File: config.mk
export PLATFORM = sky130hd
export DESIGN_NAME = bank_mapper
export DESIGN_NICKNAME = d
export VERILOG_FILES = /design/src/rtl/bank_mapper_pkg.sv /design/src/rtl/bank_mapper_ctrl.sv /design/src/rtl/bank_mapper_dp.sv /design/src/rtl/bank_mapper.sv
export SDC_FILE = /design/constraint.sdc
export NUM_CORES = 1
export LEC_CHECK = 0
export BUFFER_PORTS_ARGS = -buffer_cell sky130_fd_sc_hd__buf_2
export CAP_MARGIN = 20
export CORE_MARGIN = 4
export CORE_UTILIZATION = 30
export DETAILED_ROUTE_END_ITERATION = 10
export PLACE_DENSITY = 0.83
export SLEW_MARGIN = 20
export SYNTH_ARGS = -nofsm -noshare
export SYNTH_HDL_FRONTEND = slang
export SYNTH_HIERARCHICAL = 1
export SYNTH_SLANG_ARGS = --single-unit
export TNS_END_PERCENT = 10
File: constraint.sdc
create_clock -name clk -period 3.3 [get_ports clk]
set_clock_uncertainty 0.1 [all_clocks]
set_input_delay 0 -clock clk [delete_from_list [all_inputs] [get_ports clk]]
set_output_delay 0 -clock clk [all_outputs]
set_load 0.1 [all_outputs]
File: src/rtl/bank_mapper_pkg.sv
package bank_mapper_pkg;
  localparam int CFG_W   = 5;
  localparam int SLOT_W  = 2;
  localparam int OFFS_W  = 14;
  localparam int ADDR_W  = SLOT_W + OFFS_W;
  localparam int PHYS_W  = CFG_W + OFFS_W;
  localparam int NUM_SLOTS = 1 << SLOT_W;

  // control-to-datapath strobes
  typedef struct packed {
    logic [CFG_W-1:0] cfg;
    logic             expMode;
    logic             badBank;
  } mapCtrl_t;
endpackage

File: src/rtl/bank_mapper_ctrl.sv
module bank_mapper_ctrl
  import bank_mapper_pkg::*;
#(
  parameter bit REDUCED_BUILD    = 1'b0,
  parameter int LAST_REDUCED_CFG = 19,
  parameter int FIRST_EXP_CFG    = 8
) (
  input  logic       clk,
  input  logic       rstN,
  input  logic       ioWrEn,
  input  logic       ioAddrTop,
  input  logic [7:0] ioData,
  output mapCtrl_t   ctrl
);
  logic [CFG_W-1:0] cfgQ;
  logic             loadHit;
  logic             unusedDataBit;

  assign unusedDataBit = ioData[5];
  assign loadHit = ioWrEn && !ioAddrTop && (ioData[7:6] == 2'b11);

  always_ff @(posedge clk) begin
    if (!rstN)        cfgQ <= '0;
    else if (loadHit) cfgQ <= ioData[CFG_W-1:0];
  end

  assign ctrl.cfg     = cfgQ;
  assign ctrl.expMode = (32'(cfgQ) >= FIRST_EXP_CFG);
  assign ctrl.badBank = REDUCED_BUILD && (32'(cfgQ) > LAST_REDUCED_CFG);


  cfg_load_chk: assert property (@(posedge clk) disable iff (!rstN)
    (ioWrEn && !ioAddrTop && ioData[7:6] == 2'b11) |=> (cfgQ == $past(ioData[4:0])));


  cfg_hold_chk: assert property (@(posedge clk) disable iff (!rstN)
    !(ioWrEn && !ioAddrTop && ioData[7:6] == 2'b11) |=> $stable(cfgQ));
endmodule

File: src/rtl/bank_mapper_dp.sv
module bank_mapper_dp
  import bank_mapper_pkg::*;
#(
  parameter bit REDUCED_BUILD    = 1'b0,
  parameter int LAST_REDUCED_CFG = 19
) (
  input  logic              clk,
  input  logic              rstN,
  input  mapCtrl_t          ctrl,
  input  logic              accVideo,
  input  logic [ADDR_W-1:0] memAddr,
  output logic [CFG_W-1:0]  physBank,
  output logic              casLow,
  output logic              casHigh,
  output logic [OFFS_W-1:0] memOffset,
  output logic [PHYS_W-1:0] physAddr
);
  localparam int HOME_BANK_S3 = 3;
  localparam int ALT_BANK_S3  = 7;

  logic [CFG_W-1:0]  slotBank [NUM_SLOTS];
  logic [SLOT_W-1:0] slotSel;

  function automatic logic [CFG_W-1:0] pickBank(input int slot, input mapCtrl_t c);
    logic [CFG_W-1:0] b;
    b = CFG_W'(slot);
    if (c.expMode) begin
      case (slot)
        1:       b = c.badBank ? CFG_W'(1) : c.cfg;
        3:       b = CFG_W'(ALT_BANK_S3);
        default: b = CFG_W'(slot);
      endcase
    end else begin
      case (c.cfg[2:0])
        3'd0: b = CFG_W'(slot);
        3'd1: b = (slot == 3) ? CFG_W'(ALT_BANK_S3) : CFG_W'(slot);
        3'd2: b = CFG_W'(slot + 4);
        3'd3: b = (slot == 3) ? CFG_W'(ALT_BANK_S3) :
                  (slot == 1) ? CFG_W'(3) : CFG_W'(slot);
        default: b = (slot == 1) ? c.cfg :
                     (slot == 3) ? CFG_W'(HOME_BANK_S3) : CFG_W'(slot);
      endcase
    end
    return b;
  endfunction

  for (genvar s = 0; s < NUM_SLOTS; s++) begin : slotGen
    always_comb slotBank[s] = pickBank(s, ctrl);
  end

  assign slotSel   = memAddr[ADDR_W-1:OFFS_W];
  assign memOffset = memAddr[OFFS_W-1:0];

  always_comb begin
    if (accVideo) physBank = {{(CFG_W-SLOT_W){1'b0}}, slotSel};
    else          physBank = slotBank[slotSel];
  end

  assign casHigh  = physBank[CFG_W-1];
  assign casLow   = !casHigh;
  assign physAddr = {physBank, memOffset};


  cas_onehot_chk: assert property (@(posedge clk) disable iff (!rstN)
    $onehot({casHigh, casLow}));


  cas_high_scope_chk: assert property (@(posedge clk) disable iff (!rstN)
    casHigh |-> (!accVideo && memAddr[15:14] == 2'b01));


  video_fixed_chk: assert property (@(posedge clk) disable iff (!rstN)
    accVideo |-> (physBank == {3'b000, memAddr[15:14]}));


  offset_pass_chk: assert property (@(posedge clk) disable iff (!rstN)
    physAddr[13:0] == memAddr[13:0]);


  reduced_range_chk: assert property (@(posedge clk) disable iff (!rstN)
    (REDUCED_BUILD && !accVideo) |-> (32'(physBank) <= LAST_REDUCED_CFG));
endmodule

File: src/rtl/bank_mapper.sv
module bank_mapper
  import bank_mapper_pkg::*;
#(
  parameter bit REDUCED_BUILD    = 1'b0,
  parameter int LAST_REDUCED_CFG = 19
) (
  input  logic              clk,
  input  logic              rstN,
  input  logic              ioWrEn,
  input  logic              ioAddrTop,
  input  logic [7:0]        ioData,
  input  logic              accVideo,
  input  logic [ADDR_W-1:0] memAddr,
  output logic [CFG_W-1:0]  physBank,
  output logic              casLow,
  output logic              casHigh,
  output logic [OFFS_W-1:0] memOffset,
  output logic [PHYS_W-1:0] physAddr,
  output logic              bankInvalid
);
  mapCtrl_t ctrl;

  bank_mapper_ctrl #(
    .REDUCED_BUILD(REDUCED_BUILD),
    .LAST_REDUCED_CFG(LAST_REDUCED_CFG)
  ) ctrl_i (
    .clk(clk), .rstN(rstN), .ioWrEn(ioWrEn), .ioAddrTop(ioAddrTop),
    .ioData(ioData), .ctrl(ctrl)
  );

  bank_mapper_dp #(
    .REDUCED_BUILD(REDUCED_BUILD),
    .LAST_REDUCED_CFG(LAST_REDUCED_CFG)
  ) dp_i (
    .clk(clk), .rstN(rstN), .ctrl(ctrl), .accVideo(accVideo),
    .memAddr(memAddr), .physBank(physBank), .casLow(casLow),
    .casHigh(casHigh), .memOffset(memOffset), .physAddr(physAddr)
  );

  assign bankInvalid = ctrl.badBank;
endmodule

## Yosys cells after proc, flatten, opt, wreduce, memory -nomap -nowiden

Cells that the tools add are included.

| storage, ports and cells | value |
|---|---|
| bits in registers | 5 |
| bits of input ports | 29 |
| logic and storage cells | 27 |

| cells by class | value |
|---|---|
| $lt $le $gt $ge | 2 |
| eq/ne operators | 4 |
| multiplexer cells | 12 |
| bitwise logic cells | 1 |
| reduce and logical (&&, ||, !) cells | 7 |

Operator list:

| kind | number |
|---|---|
| $mux W5 | 7 |
| $pmux W5 S3 | 1 |
| $bmux W5 S2 | 1 |
| $mux W3 | 3 |
| $eq A3 B2 Y1 const B | 2 |
| $ge A5 B4 Y1 const B | 1 |
| $eq A3 B1 Y1 const B | 1 |
| $ge A3 B3 Y1 const B | 1 |
| $logic_not A3 Y1 | 1 |
| $not A2 Y3 | 1 |
| $reduce_or A3 Y1 | 1 |
| $eq A2 B2 Y1 const B | 1 |
| $logic_and A1 B1 Y1 | 2 |
| $logic_not A1 Y1 | 2 |
| $reduce_or A2 Y1 | 1 |

## Depth between registers and ports, before layout

Gate-level depths: netlist of the first run.

| logic depth | value |
|---|---|
| depth after elaboration | 9 |
| depth in mapped cells | 5 |

## Modules after synthesis

Netlist of the first run, hierarchy kept.

Modules (own cells, without submodules):

| module | times used | cells each | area an instance (µm²) |
|---|---|---|---|
| bank_mapper_dp | 1 | 53 | 367.9 |
| bank_mapper_ctrl | 1 | 26 | 231.5 |

## Least setup slack after synthesis of the first run

OpenSTA, ideal clock, no wires.

| timing path | value |
|---|---|
| path type | reg-to-output |
| start point | register ctrl_i.cfgQ[4] |
| end point | output port physBank[2] |
| data arrival time | 3.865 ns |
| data required time | 3.200 ns |
| setup slack | -0.665 ns |
| cell stages (with the launch flop) | 6 |
| path buffers | 1 |
| cell sequence | dfxtp_1 > or2_2 > nor3_1 > nand2_1 > a221oi_1 > buf_4 |

RTL lines:

| what | RTL line | text |
|---|---|---|
| start: declaration | bank_mapper_ctrl.sv:15 | `logic [CFG_W-1:0] cfgQ;` |
| start signal: assignment | bank_mapper_ctrl.sv:24 | `else if (loadHit) cfgQ <= ioData[CFG_W-1:0];` |
| end: declaration | bank_mapper.sv:14 | `output logic [CFG_W-1:0] physBank,` |

==> results of run 1 <==
[path summary, 6_finish.rpt]
| kind | startpoint | end | slack (ns) | cells after the start |
|---|---|---|---|---|
| setup / recovery | ctrl_i/cfgQ[4]$_SDFFE_PN0P_ | physBank[2] | 1.27 | 5 |
| hold / removal | rstN | ctrl_i/cfgQ[4]$_SDFFE_PN0P_ | 0.02 | 3 |
| setup reg to reg | ctrl_i/cfgQ[2]$_SDFFE_PN0P_ | ctrl_i/cfgQ[2]$_SDFFE_PN0P_ | 2.00 | 3 |
| hold reg to reg | ctrl_i/cfgQ[4]$_SDFFE_PN0P_ | ctrl_i/cfgQ[4]$_SDFFE_PN0P_ | 0.39 | 2 |
[cells by family (layout without fill, tap and decap cells)]
logic type,count (synthesis),in the layout
other cells,1,1
flops,5,5
compound gates,8,8
simple gates,21,21
mux,5,5
buf+inv,39,58
[final cells by class]
class	count	area [sq um]
timing repair buffer	52	536
fill	172	882
clock buffer	4	26.3
inverter	2	7.51
sequential	5	100
multi-input combinational	35	219
tap	25	31.3
[synth_stat cells]
master / number
sky130_fd_sc_hd__a21oi_1: 1
sky130_fd_sc_hd__nor3_1: 1
sky130_fd_sc_hd__nand4_1: 1
sky130_fd_sc_hd__o21a_1: 1
sky130_fd_sc_hd__or2_2: 1
sky130_fd_sc_hd__nor2_1: 1
sky130_fd_sc_hd__a41o_1: 1
sky130_fd_sc_hd__and2b_2: 1
sky130_fd_sc_hd__nand3_1: 1
sky130_fd_sc_hd__buf_4: 35
sky130_fd_sc_hd__conb_1: 1
sky130_fd_sc_hd__or3_1: 1
sky130_fd_sc_hd__clkbuf_2: 1
sky130_fd_sc_hd__inv_1: 2
sky130_fd_sc_hd__o21ai_0: 2
sky130_fd_sc_hd__a21boi_1: 1
sky130_fd_sc_hd__a221oi_1: 1
sky130_fd_sc_hd__mux2i_1: 5
sky130_fd_sc_hd__and4b_1: 1
sky130_fd_sc_hd__buf_6: 1
sky130_fd_sc_hd__dfxtp_1: 5
sky130_fd_sc_hd__nand2_1: 13
sky130_fd_sc_hd__o21ba_2: 1
[power by group]
| part | internal (uW) | switching [uW] |
|---|---|---|
| registers | 62.0 | 1.29 |
| logic | 58.2 | 186 |
| clock network | 45.7 | 25.5 |
| total | 166 | 213 |
[metrics by stage]
step / cells / total power, uW / setup slack, ns / utilization, % / hold slack [ns]
2_1_floorplan: 79 / 275 / 0.102 / - / 0.0421
3_3_place_gp: 92 / 123 / 1.56 / 26.8 / -0.0989
3_5_place_dp: 92 / 125 / 1.51 / 26.8 / -0.0989
4_1_cts: 123 / 382 / 1.25 / 51.0 / 0.00761
5_1_grt: 123 / 392 / 1.12 / 51.0 / 0.0485
6_report: 123 / 379 / 1.27 / 51.0 / 0.0222
[critical path: stages, from the launching register on]
cell	delay [ns]
sky130_fd_sc_hd__dfxtp_1	0.31
sky130_fd_sc_hd__or2_2	0.34
sky130_fd_sc_hd__nor3_1	0.19
sky130_fd_sc_hd__nand2_1	0.09
sky130_fd_sc_hd__a221oi_2	0.28
sky130_fd_sc_hd__buf_2	0.48
[metal layers]
metal,routed length [um],global-route usage [%]
met1,519,12.3
met2,791,18.8
met3,198,2.56
met4,0,3.83
met5,0,0
==> reports/qor.json, run 1 <==
{
  "worstSetupStartpointType": {"value": "register"},
  "antennaDiodeCount": {"value": 0},
  "port_buffers": {"value": 25},
  "main_combinational_cell_family_by_area_after_synthesis": {"value": "buffers and inverters"},
  "grt_setup_unrepaired": {"value": "false"},
  "timing.critical_path.arrival": {"value": 1.93, "unit": "ns"},
  "synth.ff_latch_count": {"value": 5},
  "finalMaxSlewViolations": {"value": 0},
  "synthXorXnorAreaFrac": {"value": 0, "unit": "%"},
  "cap_violations": {"value": 0},
  "fin_area": {"value": 920, "unit": "sq um"},
  "setup_violating_endpoint_count_in_the_final_report": {"value": 0},
  "via_count_of_the_first_global_routing_pass": {"value": 531},
  "core.rowCount": {"value": 15},
  "min-delay-path-class": {"value": "input port to register"},
  "worst-setup-path-type": {"value": "register to output pin"},
  "die_footprint": {"value": 2780, "unit": "sq um"},
  "synth_compound_area_share": {"value": 9.81, "unit": "%"},
  "power_density": {"value": 412, "unit": "nW/um^2"},
  "yosysTopAreaCell": {"value": "sky130_fd_sc_hd__buf_4"},
  "grt_start_max_net_pins": {"value": 11},
  "design.core.area": {"value": 1800, "unit": "sq um"},
  "maximum_clock_rate": {"value": 492, "unit": "MHz"},
  "place_congestion": {"value": 0.758},
  "power.static_leakage": {"value": 0.000440, "unit": "uW"},
  "yosysWarningCount": {"value": 6},
  "syn2layout_area_growth": {"value": 53.4, "unit": "%"},
  "cp-end-kind": {"value": "output pin"},
  "drt_pre_antenna_iters": {"value": 3},
  "grt_use_total": {"value": 10.7, "unit": "%"},
  "largest_register_ffs": {"value": 5},
  "cts.path.max_buffers": {"value": 2},
  "cts.root.buffer_cell": {"value": "sky130_fd_sc_hd__clkbuf_4"},
  "arithmetic_cell_share_of_the_synthesized_area_counting_full_adders_half_adders_and_majority_gates": {"value": 0, "unit": "%"},
  "avgRoutedWirePerCell": {"value": 12.3, "unit": "um"},
  "post-route-period-util": {"value": 61.6, "unit": "%"},
  "clkSlewWorstSetupHoldPaths": {"value": 0.04, "unit": "ns"},
  "biggestRegsByFlops": {"value": "ctrl_i/cfgQ: 5 flops"},
  "ys_top_cells_by_area": {"value": "sky130_fd_sc_hd__buf_4, sky130_fd_sc_hd__dfxtp_1, sky130_fd_sc_hd__mux2i_1"},
  "grt_first_pass_wirelength": {"value": 2210, "unit": "um"},
  "initial_utilization": {"value": 33.3, "unit": "%"},
  "final_common_cell": {"value": "sky130_fd_sc_hd__buf_2"},
  "clock_latency": {"value": 0.24, "unit": "ns"},
  "die_height": {"value": 52.7, "unit": "um"},
  "post_synth_mux_area_share": {"value": 8.35, "unit": "%"},
  "wire_length_after_detailed_routing": {"value": 1510, "unit": "um"},
  "share_of_cells_above_drive_strength_1": {"value": 46.9, "unit": "%"},
  "cts.repair.resized": {"value": 0},
  "antenna_violating_nets_post_route": {"value": 0},
  "hold_buffers": {"value": 27},
  "nNetsFinal": {"value": 128},
  "outcome": {"value": "finished clean"},
  "cts_max_level": {"value": 1},
  "synth_simple_gate_area_share": {"value": 16.7, "unit": "%"},
  "synth_fp_nets": {"value": 108},
  "hold_viol": {"value": 0},
  "dieWidth": {"value": 52.7, "unit": "um"},
  "ys_types": {"value": 23},
  "avgViaCountPerCell": {"value": 4.28},
  "vias": {"value": 527},
  "placed_cell_area": {"value": 483, "unit": "sq um"},
  "design.portCount": {"value": 70},
  "synth_cells": {"value": 79},
  "yosys.area.top_type_share": {"value": 43.8, "unit": "%"},
  "cts.sink_count": {"value": 5},
  "path_max_fanout": {"value": 6},
  "drt-initial-drc-count": {"value": 4},
  "worst_ir_drop_vdd": {"value": 0.180, "unit": "mV"},
  "cts_setup_buffers": {"value": 0},
  "total_global_routing_overflow": {"value": 0},
  "min_period": {"value": 2.03, "unit": "ns"},
  "seq_area_frac_synth": {"value": 16.7, "unit": "%"},
  "syn_area_per_cell": {"value": 7.59, "unit": "sq um"},
  "total_negative_slack_for_setup_checks": {"value": 0, "unit": "ns"},
  "largest-register": {"value": "ctrl_i/cfgQ"},
  "initial_antenna_violation_count": {"value": 0},
  "numCtsBuffers": {"value": 3},
  "syn-cell-area": {"value": 599, "unit": "sq um"},
  "mostFrequentLayoutCells": {"value": "sky130_fd_sc_hd__buf_2, sky130_fd_sc_hd__buf_12, sky130_fd_sc_hd__nand2_1, sky130_fd_sc_hd__dlygate4sd3_1"},
  "drc": {"value": 0},
  "cts_tree": {"value": "done"},
  "timing.critical_path.required": {"value": 3.20, "unit": "ns"}
}
(Power assumes the default switching activity.)
==> run 2: changes to the inputs <==
--- a/config.mk
+++ b/config.mk
@@ -5,12 +5,13 @@
 export SDC_FILE = /design/constraint.sdc
 export NUM_CORES = 1
 export LEC_CHECK = 0
+export ABC_AREA = 1
 export BUFFER_PORTS_ARGS = -buffer_cell sky130_fd_sc_hd__buf_2
 export CAP_MARGIN = 20
 export CORE_MARGIN = 4
 export CORE_UTILIZATION = 30
 export DETAILED_ROUTE_END_ITERATION = 10
-export PLACE_DENSITY = 0.83
+export PLACE_DENSITY = 0.8
 export SLEW_MARGIN = 20
 export SYNTH_ARGS = -nofsm -noshare
 export SYNTH_HDL_FRONTEND = slang
==> constraint.sdc (replaced) <==
create_clock -name clk -period 2 [get_ports clk]
set_clock_uncertainty 0.1 [all_clocks]
set_input_delay 0 -clock clk [delete_from_list [all_inputs] [get_ports clk]]
set_output_delay 0 -clock clk [all_outputs]
set_load 0.1 [all_outputs]
==> reports/qor.json, run 2 <==
{
  "synth_most_common_cell": {"value": "sky130_fd_sc_hd__buf_4"},
  "die_footprint": {"value": 2980, "unit": "sq um"},
  "cts.repair.resized": {"value": 0},
  "ys_top_cells_by_count": {"value": "sky130_fd_sc_hd__buf_4, sky130_fd_sc_hd__nand2_1, sky130_fd_sc_hd__nor2_1"},
  "fin_area": {"value": 918, "unit": "sq um"},
  "ys_types": {"value": 16},
  "path_max_fanout": {"value": 3},
  "syn_area_per_cell": {"value": 6.21, "unit": "sq um"},
  "largest_register_ffs": {"value": 5},
  "maximum_clock_rate": {"value": 544, "unit": "MHz"},
  "placed_cell_area": {"value": 552, "unit": "sq um"},
  "ys_async_sr_fraction": {"value": 0, "unit": "%"},
  "cp-end-kind": {"value": "output pin"},
  "worstSetupStartpointType": {"value": "register"},
  "place_congestion": {"value": 0.740},
  "design.portCount": {"value": 70},
  "dominantRegCellSynth": {"value": "sky130_fd_sc_hd__dfxtp_1"},
  "vias": {"value": 592},
  "syn-cell-area": {"value": 652, "unit": "sq um"},
  "total_negative_slack_for_setup_checks": {"value": 0, "unit": "ns"},
  "yosysTopAreaCell": {"value": "sky130_fd_sc_hd__buf_4"},
  "antennaDiodeCount": {"value": 0},
  "avgViaCountPerCell": {"value": 4.05},
  "synth.ff_latch_count": {"value": 5},
  "drt-initial-drc-count": {"value": 8},
  "power_density": {"value": 702, "unit": "nW/um^2"},
  "grt_start_max_net_pins": {"value": 6},
  "clock_latency": {"value": 0.24, "unit": "ns"},
  "cts.path.max_buffers": {"value": 2},
  "power.static_leakage": {"value": 0.000467, "unit": "uW"},
  "largest-register": {"value": "ctrl_i/cfgQ"},
  "seq_area_frac_synth": {"value": 15.4, "unit": "%"},
  "core.rowCount": {"value": 16},
  "cts_tree": {"value": "done"},
  "numCtsBuffers": {"value": 3},
  "nNetsFinal": {"value": 149},
  "post-route-period-util": {"value": 91.9, "unit": "%"},
  "cts_setup_buffers": {"value": 0},
  "place_hpwl": {"value": 950, "unit": "um"},
  "utilization_after_layout": {"value": 45.4, "unit": "%"},
  "total_global_routing_overflow": {"value": 0},
  "final_common_cell": {"value": "sky130_fd_sc_hd__buf_2"},
  "grt_first_pass_wirelength": {"value": 2260, "unit": "um"},
  "wire_length_after_detailed_routing": {"value": 1330, "unit": "um"},
  "yosys.area.top_type_share": {"value": 40.3, "unit": "%"},
  "synth_fp_nets": {"value": 134},
  "antenna_violating_nets_post_route": {"value": 0},
  "cts.sink_count": {"value": 5},
  "drc": {"value": 0},
  "grt_setup_unrepaired": {"value": "true"},
  "initial_antenna_violation_count": {"value": 0},
  "number_of_enable_flip_flop_cells_after_synthesis": {"value": 0},
  "finalMaxSlewViolations": {"value": 0},
  "clkSlewWorstSetupHoldPaths": {"value": 0.04, "unit": "ns"},
  "hold_viol": {"value": 0},
  "setup_violating_endpoint_count_in_the_final_report": {"value": 0},
  "ys_top_cells_by_area": {"value": "sky130_fd_sc_hd__buf_4, sky130_fd_sc_hd__dfxtp_1, sky130_fd_sc_hd__nand2_1"},
  "syn2layout_area_growth": {"value": 40.9, "unit": "%"},
  "port_buffers": {"value": 25},
  "n_fill_cell": {"value": 208},
  "timing.critical_path.required": {"value": 1.90, "unit": "ns"},
  "design.core.area": {"value": 2020, "unit": "sq um"},
  "min_period": {"value": 1.84, "unit": "ns"},
  "grt_use_total": {"value": 10.2, "unit": "%"},
  "die_height": {"value": 54.6, "unit": "um"},
  "yosysWarningCount": {"value": 6},
  "drt_pre_antenna_iters": {"value": 3},
  "avgRoutedWirePerCell": {"value": 9.12, "unit": "um"},
  "worst_ir_drop_vdd": {"value": 0.438, "unit": "mV"},
  "cts.root.buffer_cell": {"value": "sky130_fd_sc_hd__clkbuf_4"},
  "post-layout-total-power": {"value": 645, "unit": "uW"},
  "synth_cells": {"value": 105},
  "initial_utilization": {"value": 32.2, "unit": "%"},
  "min-delay-path-class": {"value": "input port to register"},
  "dieWidth": {"value": 54.6, "unit": "um"},
  "via_count_of_the_first_global_routing_pass": {"value": 567},
  "cts_max_level": {"value": 1},
  "worst-setup-path-type": {"value": "register to output pin"},
  "timing.critical_path.arrival": {"value": 1.74, "unit": "ns"},
  "mostFrequentLayoutCells": {"value": "sky130_fd_sc_hd__buf_2, sky130_fd_sc_hd__nor2_1, sky130_fd_sc_hd__nand2_1"},
  "share_of_cells_above_drive_strength_1": {"value": 43.7, "unit": "%"},
  "cap_violations": {"value": 0},
  "outcome": {"value": "finished clean"},
  "biggestRegsByFlops": {"value": "ctrl_i/cfgQ: 5 flops"}
}
==> run 2: kinds of logic after synthesis <==
logic type / after synthesis / synth area share (%)
buffers and inverters: 50 / 48.9
AND/OR/NAND/NOR: 47 / 33.4
flip-flops: 5 / 15.4
AO/OA/AOI/OAI: 2 / 1.73
other: 1 / 0.575
==> run 2: critical path, stage by stage, from the launching register on <==
cell,delay (ns)
sky130_fd_sc_hd__dfxtp_1,0.31
sky130_fd_sc_hd__or2_1,0.27
sky130_fd_sc_hd__nor2_2,0.15
sky130_fd_sc_hd__nand2_1,0.08
sky130_fd_sc_hd__nor2_1,0.09
sky130_fd_sc_hd__nor2_1,0.04
sky130_fd_sc_hd__nor2_1,0.10
sky130_fd_sc_hd__buf_2,0.44
==> run 2: per-stage QoR <==
step,setup WS [ns],hold slack [ns],cells
finish,0.162,0.0443,146
global route,-0.0386,0.0711,146
CTS,0.141,0.0379,146
detailed placement,0.408,-0.0989,122
global placement,0.457,-0.0989,122
floorplan,-0.931,0.0207,105
==> run 2: path summary, 6_finish.rpt <==
kind / from / endpoint / slack [ns] / cells past startpoint
worst min-delay path: ioAddrTop / ctrl_i/cfgQ[3]$_SDFFE_PN0P_ / 0.04 / 5
worst max-delay path: ctrl_i/cfgQ[3]$_SDFFE_PN0P_ / physBank[2] / 0.16 / 7
worst min register to register: ctrl_i/cfgQ[3]$_SDFFE_PN0P_ / ctrl_i/cfgQ[3]$_SDFFE_PN0P_ / 0.39 / 2
worst max register to register: ctrl_i/cfgQ[0]$_SDFFE_PN0P_ / ctrl_i/cfgQ[0]$_SDFFE_PN0P_ / 1.32 / 2
==> run 2: repair_timing <==
item,in CTS,in global routing
endpoints found under the hold margin,33,0
setup endpoints to repair,0,2
hold buffers,20,0
==> run 2: report_power, final <==
part	total [uW]	switching (uW)	internal, uW
sequential	106	2.81	104
combinational	420	326	94.9
clock	118	42.6	75.5
==> run 2: cell type report <==
| cell class | instances | area [sq um] | share of cell area, % |
|---|---|---|---|
| clock buffer | 4 | 26.3 | 2.86 |
| inverter | 15 | 60.1 | 6.54 |
| multi-input combinational | 50 | 233 | 25.3 |
| sequential | 5 | 100 | 10.9 |
| tap | 27 | 33.8 | 3.68 |
| timing repair buffer | 45 | 465 | 50.7 |
==> run 2: metal layers <==
metal / part of all wire (%) / track usage (%) / vias up
met2: 44 / 16.7 / 48
li1: - / - / 305
met4: 1.7 / 6.22 / 0
met3: 15 / 1.63 / 2
met1: 39 / 12.3 / 237
met5: 0 / 0 / -
==> run 3: changes to the inputs <==
--- a/config.mk
+++ b/config.mk
@@ -9,9 +9,9 @@
 export BUFFER_PORTS_ARGS = -buffer_cell sky130_fd_sc_hd__buf_2
 export CAP_MARGIN = 20
 export CORE_MARGIN = 4
-export CORE_UTILIZATION = 30
+export CORE_UTILIZATION = 34
 export DETAILED_ROUTE_END_ITERATION = 10
-export PLACE_DENSITY = 0.8
+export PLACE_DENSITY = 0.88
 export SLEW_MARGIN = 20
 export SYNTH_ARGS = -nofsm -noshare
 export SYNTH_HDL_FRONTEND = slang
==> reports/qor.json, run 3 (same netlist as run 2, synthesis figures left out) <==
{
  "swShare": {"value": 57.4, "unit": "%"},
  "path_max_fanout": {"value": 3},
  "hold_buffers": {"value": 19},
  "cts_tree": {"value": "done"},
  "timing.critical_path.arrival": {"value": 1.73, "unit": "ns"},
  "worstHoldStart": {"value": "ioData[2]"},
  "power.static_leakage": {"value": 0.000463, "unit": "uW"},
  "nNetsFinal": {"value": 148},
  "worstRegToRegCells": {"value": 2},
  "avgViaCountPerCell": {"value": 4.31},
  "via_count_of_the_first_global_routing_pass": {"value": 567},
  "final-seq-area": {"value": 100, "unit": "sq um"},
  "min_period": {"value": 1.83, "unit": "ns"},
  "drt_pre_antenna_iters": {"value": 4},
  "setup_violating_endpoint_count_in_the_final_report": {"value": 0},
  "maximum_clock_rate": {"value": 547, "unit": "MHz"},
  "worst_ir_drop_vdd": {"value": 0.376, "unit": "mV"},
  "clkSlewWorstSetupHoldPaths": {"value": 0.04, "unit": "ns"},
  "syn2layout_area_growth": {"value": 39.0, "unit": "%"},
  "multi_input_area": {"value": 233, "unit": "sq um"},
  "timing.reg2reg.setup_slack": {"value": 1.30, "unit": "ns"},
  "clock_latency": {"value": 0.24, "unit": "ns"},
  "power.clock.fraction": {"value": 17.8, "unit": "%"},
  "cts.root.buffer_cell": {"value": "sky130_fd_sc_hd__clkbuf_4"},
  "worstReg2RegEnd": {"value": "ctrl_i/cfgQ[0]$_SDFFE_PN0P_"},
  "share_of_cells_above_drive_strength_1": {"value": 44.1, "unit": "%"},
  "die_height": {"value": 51.8, "unit": "um"},
  "die_footprint": {"value": 2680, "unit": "sq um"},
  "worst-setup-path-type": {"value": "register to output pin"},
  "worstSetupStartpointType": {"value": "register"},
  "comb_power_share": {"value": 65.6, "unit": "%"},
  "mostFrequentLayoutCells": {"value": "sky130_fd_sc_hd__buf_2, sky130_fd_sc_hd__nor2_1, sky130_fd_sc_hd__nand2_1"},
  "grt_setup_unrepaired": {"value": "false"},
  "fin_hold_ws": {"value": 0.00869, "unit": "ns"},
  "initial_utilization": {"value": 37.0, "unit": "%"},
  "r2r_start": {"value": "ctrl_i/cfgQ[0]$_SDFFE_PN0P_"},
  "timing.critical_path.required": {"value": 1.90, "unit": "ns"},
  "grt_use_total": {"value": 11.0, "unit": "%"},
  "n_fill_cell": {"value": 192},
  "sequentialPowerShare": {"value": 16.6, "unit": "%"},
  "place_hpwl": {"value": 1050, "unit": "um"},
  "dieWidth": {"value": 51.8, "unit": "um"},
  "wire_length_after_detailed_routing": {"value": 1490, "unit": "um"},
  "post-route-period-util": {"value": 91.4, "unit": "%"},
  "drt-initial-drc-count": {"value": 5},
  "place_congestion": {"value": 0.812},
  "cts.path.max_buffers": {"value": 2},
  "min-delay-path-class": {"value": "input port to register"},
  "avgRoutedWirePerCell": {"value": 10.4, "unit": "um"},
  "cp-end-kind": {"value": "output pin"},
  "cell_int_power": {"value": 273, "unit": "uW"},
  "cts.repair.resized": {"value": 0},
  "worstHoldEndpoint": {"value": "ctrl_i/cfgQ[2]$_SDFFE_PN0P_"},
  "post-layout-total-power": {"value": 641, "unit": "uW"},
  "net-switching-power": {"value": 368, "unit": "uW"},
  "numCtsBuffers": {"value": 3},
  "total_global_routing_overflow": {"value": 0},
  "grt_first_pass_wirelength": {"value": 2220, "unit": "um"},
  "initial_antenna_violation_count": {"value": 0},
  "cap_violations": {"value": 0},
  "antennaDiodeCount": {"value": 0},
  "outcome": {"value": "finished clean"},
  "cts_max_level": {"value": 1},
  "power_density": {"value": 707, "unit": "nW/um^2"},
  "largest-register": {"value": "ctrl_i/cfgQ"},
  "hold_viol": {"value": 0},
  "core.rowCount": {"value": 15},
  "hold_path_depth": {"value": 5},
  "design.portCount": {"value": 70},
  "final_common_cell": {"value": "sky130_fd_sc_hd__buf_2"},
  "port_buffers": {"value": 25},
  "drc": {"value": 0},
  "finalMaxSlewViolations": {"value": 0},
  "antenna_violating_nets_post_route": {"value": 0},
  "grt_start_max_net_pins": {"value": 6},
  "design.core.area": {"value": 1760, "unit": "sq um"},
  "largest_register_ffs": {"value": 5},
  "vias": {"value": 617},
  "biggestRegsByFlops": {"value": "ctrl_i/cfgQ: 5 flops"},
  "cts_setup_buffers": {"value": 0},
  "cts.sink_count": {"value": 5}
}
[run 3: final cells by class]
cell class,count,share of cell area (%)
Timing Repair Buffer,44,50.3
Multi-Input combinational cell,50,25.7
Sequential cell,5,11.0
Inverter,15,6.63
Tap cell,25,3.45
Clock buffer,4,2.90
[run 3: critical path: stages, from the launching register on]
cell and delay, ns:
sky130_fd_sc_hd__dfxtp_1 0.31, sky130_fd_sc_hd__or2_1 0.27, sky130_fd_sc_hd__nor2_2 0.15, sky130_fd_sc_hd__nand2_1 0.08, sky130_fd_sc_hd__nor2_1 0.09, sky130_fd_sc_hd__nor2_1 0.04, sky130_fd_sc_hd__nor2_1 0.10, sky130_fd_sc_hd__buf_2 0.44
[run 3: layer usage]
layer,part of all wire (%),global-route usage [%],vias up
li1,-,-,302
met1,32,10.2,250
met2,53,21.2,65
met3,15,1.72,0
met4,0,7.86,0
met5,0,0,-
[run 3: per-stage QoR]
step / std cells / utilization [%] / area (sq um) / TNS (ns) / setup WS, ns
6_report: 143 / 51.3 / 906 / 0 / 0.172
5_1_grt: 143 / 51.3 / 906 / 0 / 0.0584
4_1_cts: 143 / 51.3 / 906 / 0 / 0.159
3_5_place_dp: 120 / 31.1 / 549 / 0 / 0.422
3_3_place_gp: 120 / 31.1 / 549 / 0 / 0.471
2_1_floorplan: 105 / - / 681 / -5.42 / -0.931
[run 3: power groups by stage]
stage / registers [uW] / logic (uW) / clock network, uW
3_5_place_dp: 108 / 124 / 0
3_3_place_gp: 108 / 121 / 0
4_1_cts: 107 / 420 / 119
6_report: 107 / 420 / 114
2_1_floorplan: 107 / 367 / 0
5_1_grt: 107 / 433 / 124
[run 3: how the worst max path moves through the flow]
stage / startpoint / to / slack (ns) / cells past startpoint
after CTS: ctrl_i/cfgQ[3]$_SDFFE_PN0P_ / physAddr[16] / 0.16 / 7
after floorplan: ctrl_i/cfgQ[3]$_SDFFE_PN0P_ / physAddr[18] / -0.93 / 6
final: ctrl_i/cfgQ[3]$_SDFFE_PN0P_ / physAddr[16] / 0.17 / 7
after global routing: ctrl_i/cfgQ[3]$_SDFFE_PN0P_ / physAddr[16] / 0.06 / 7
after global placement: ctrl_i/cfgQ[3]$_SDFFE_PN0P_ / physBank[2] / 0.47 / 7
after detailed placement: ctrl_i/cfgQ[3]$_SDFFE_PN0P_ / physAddr[16] / 0.42 / 7
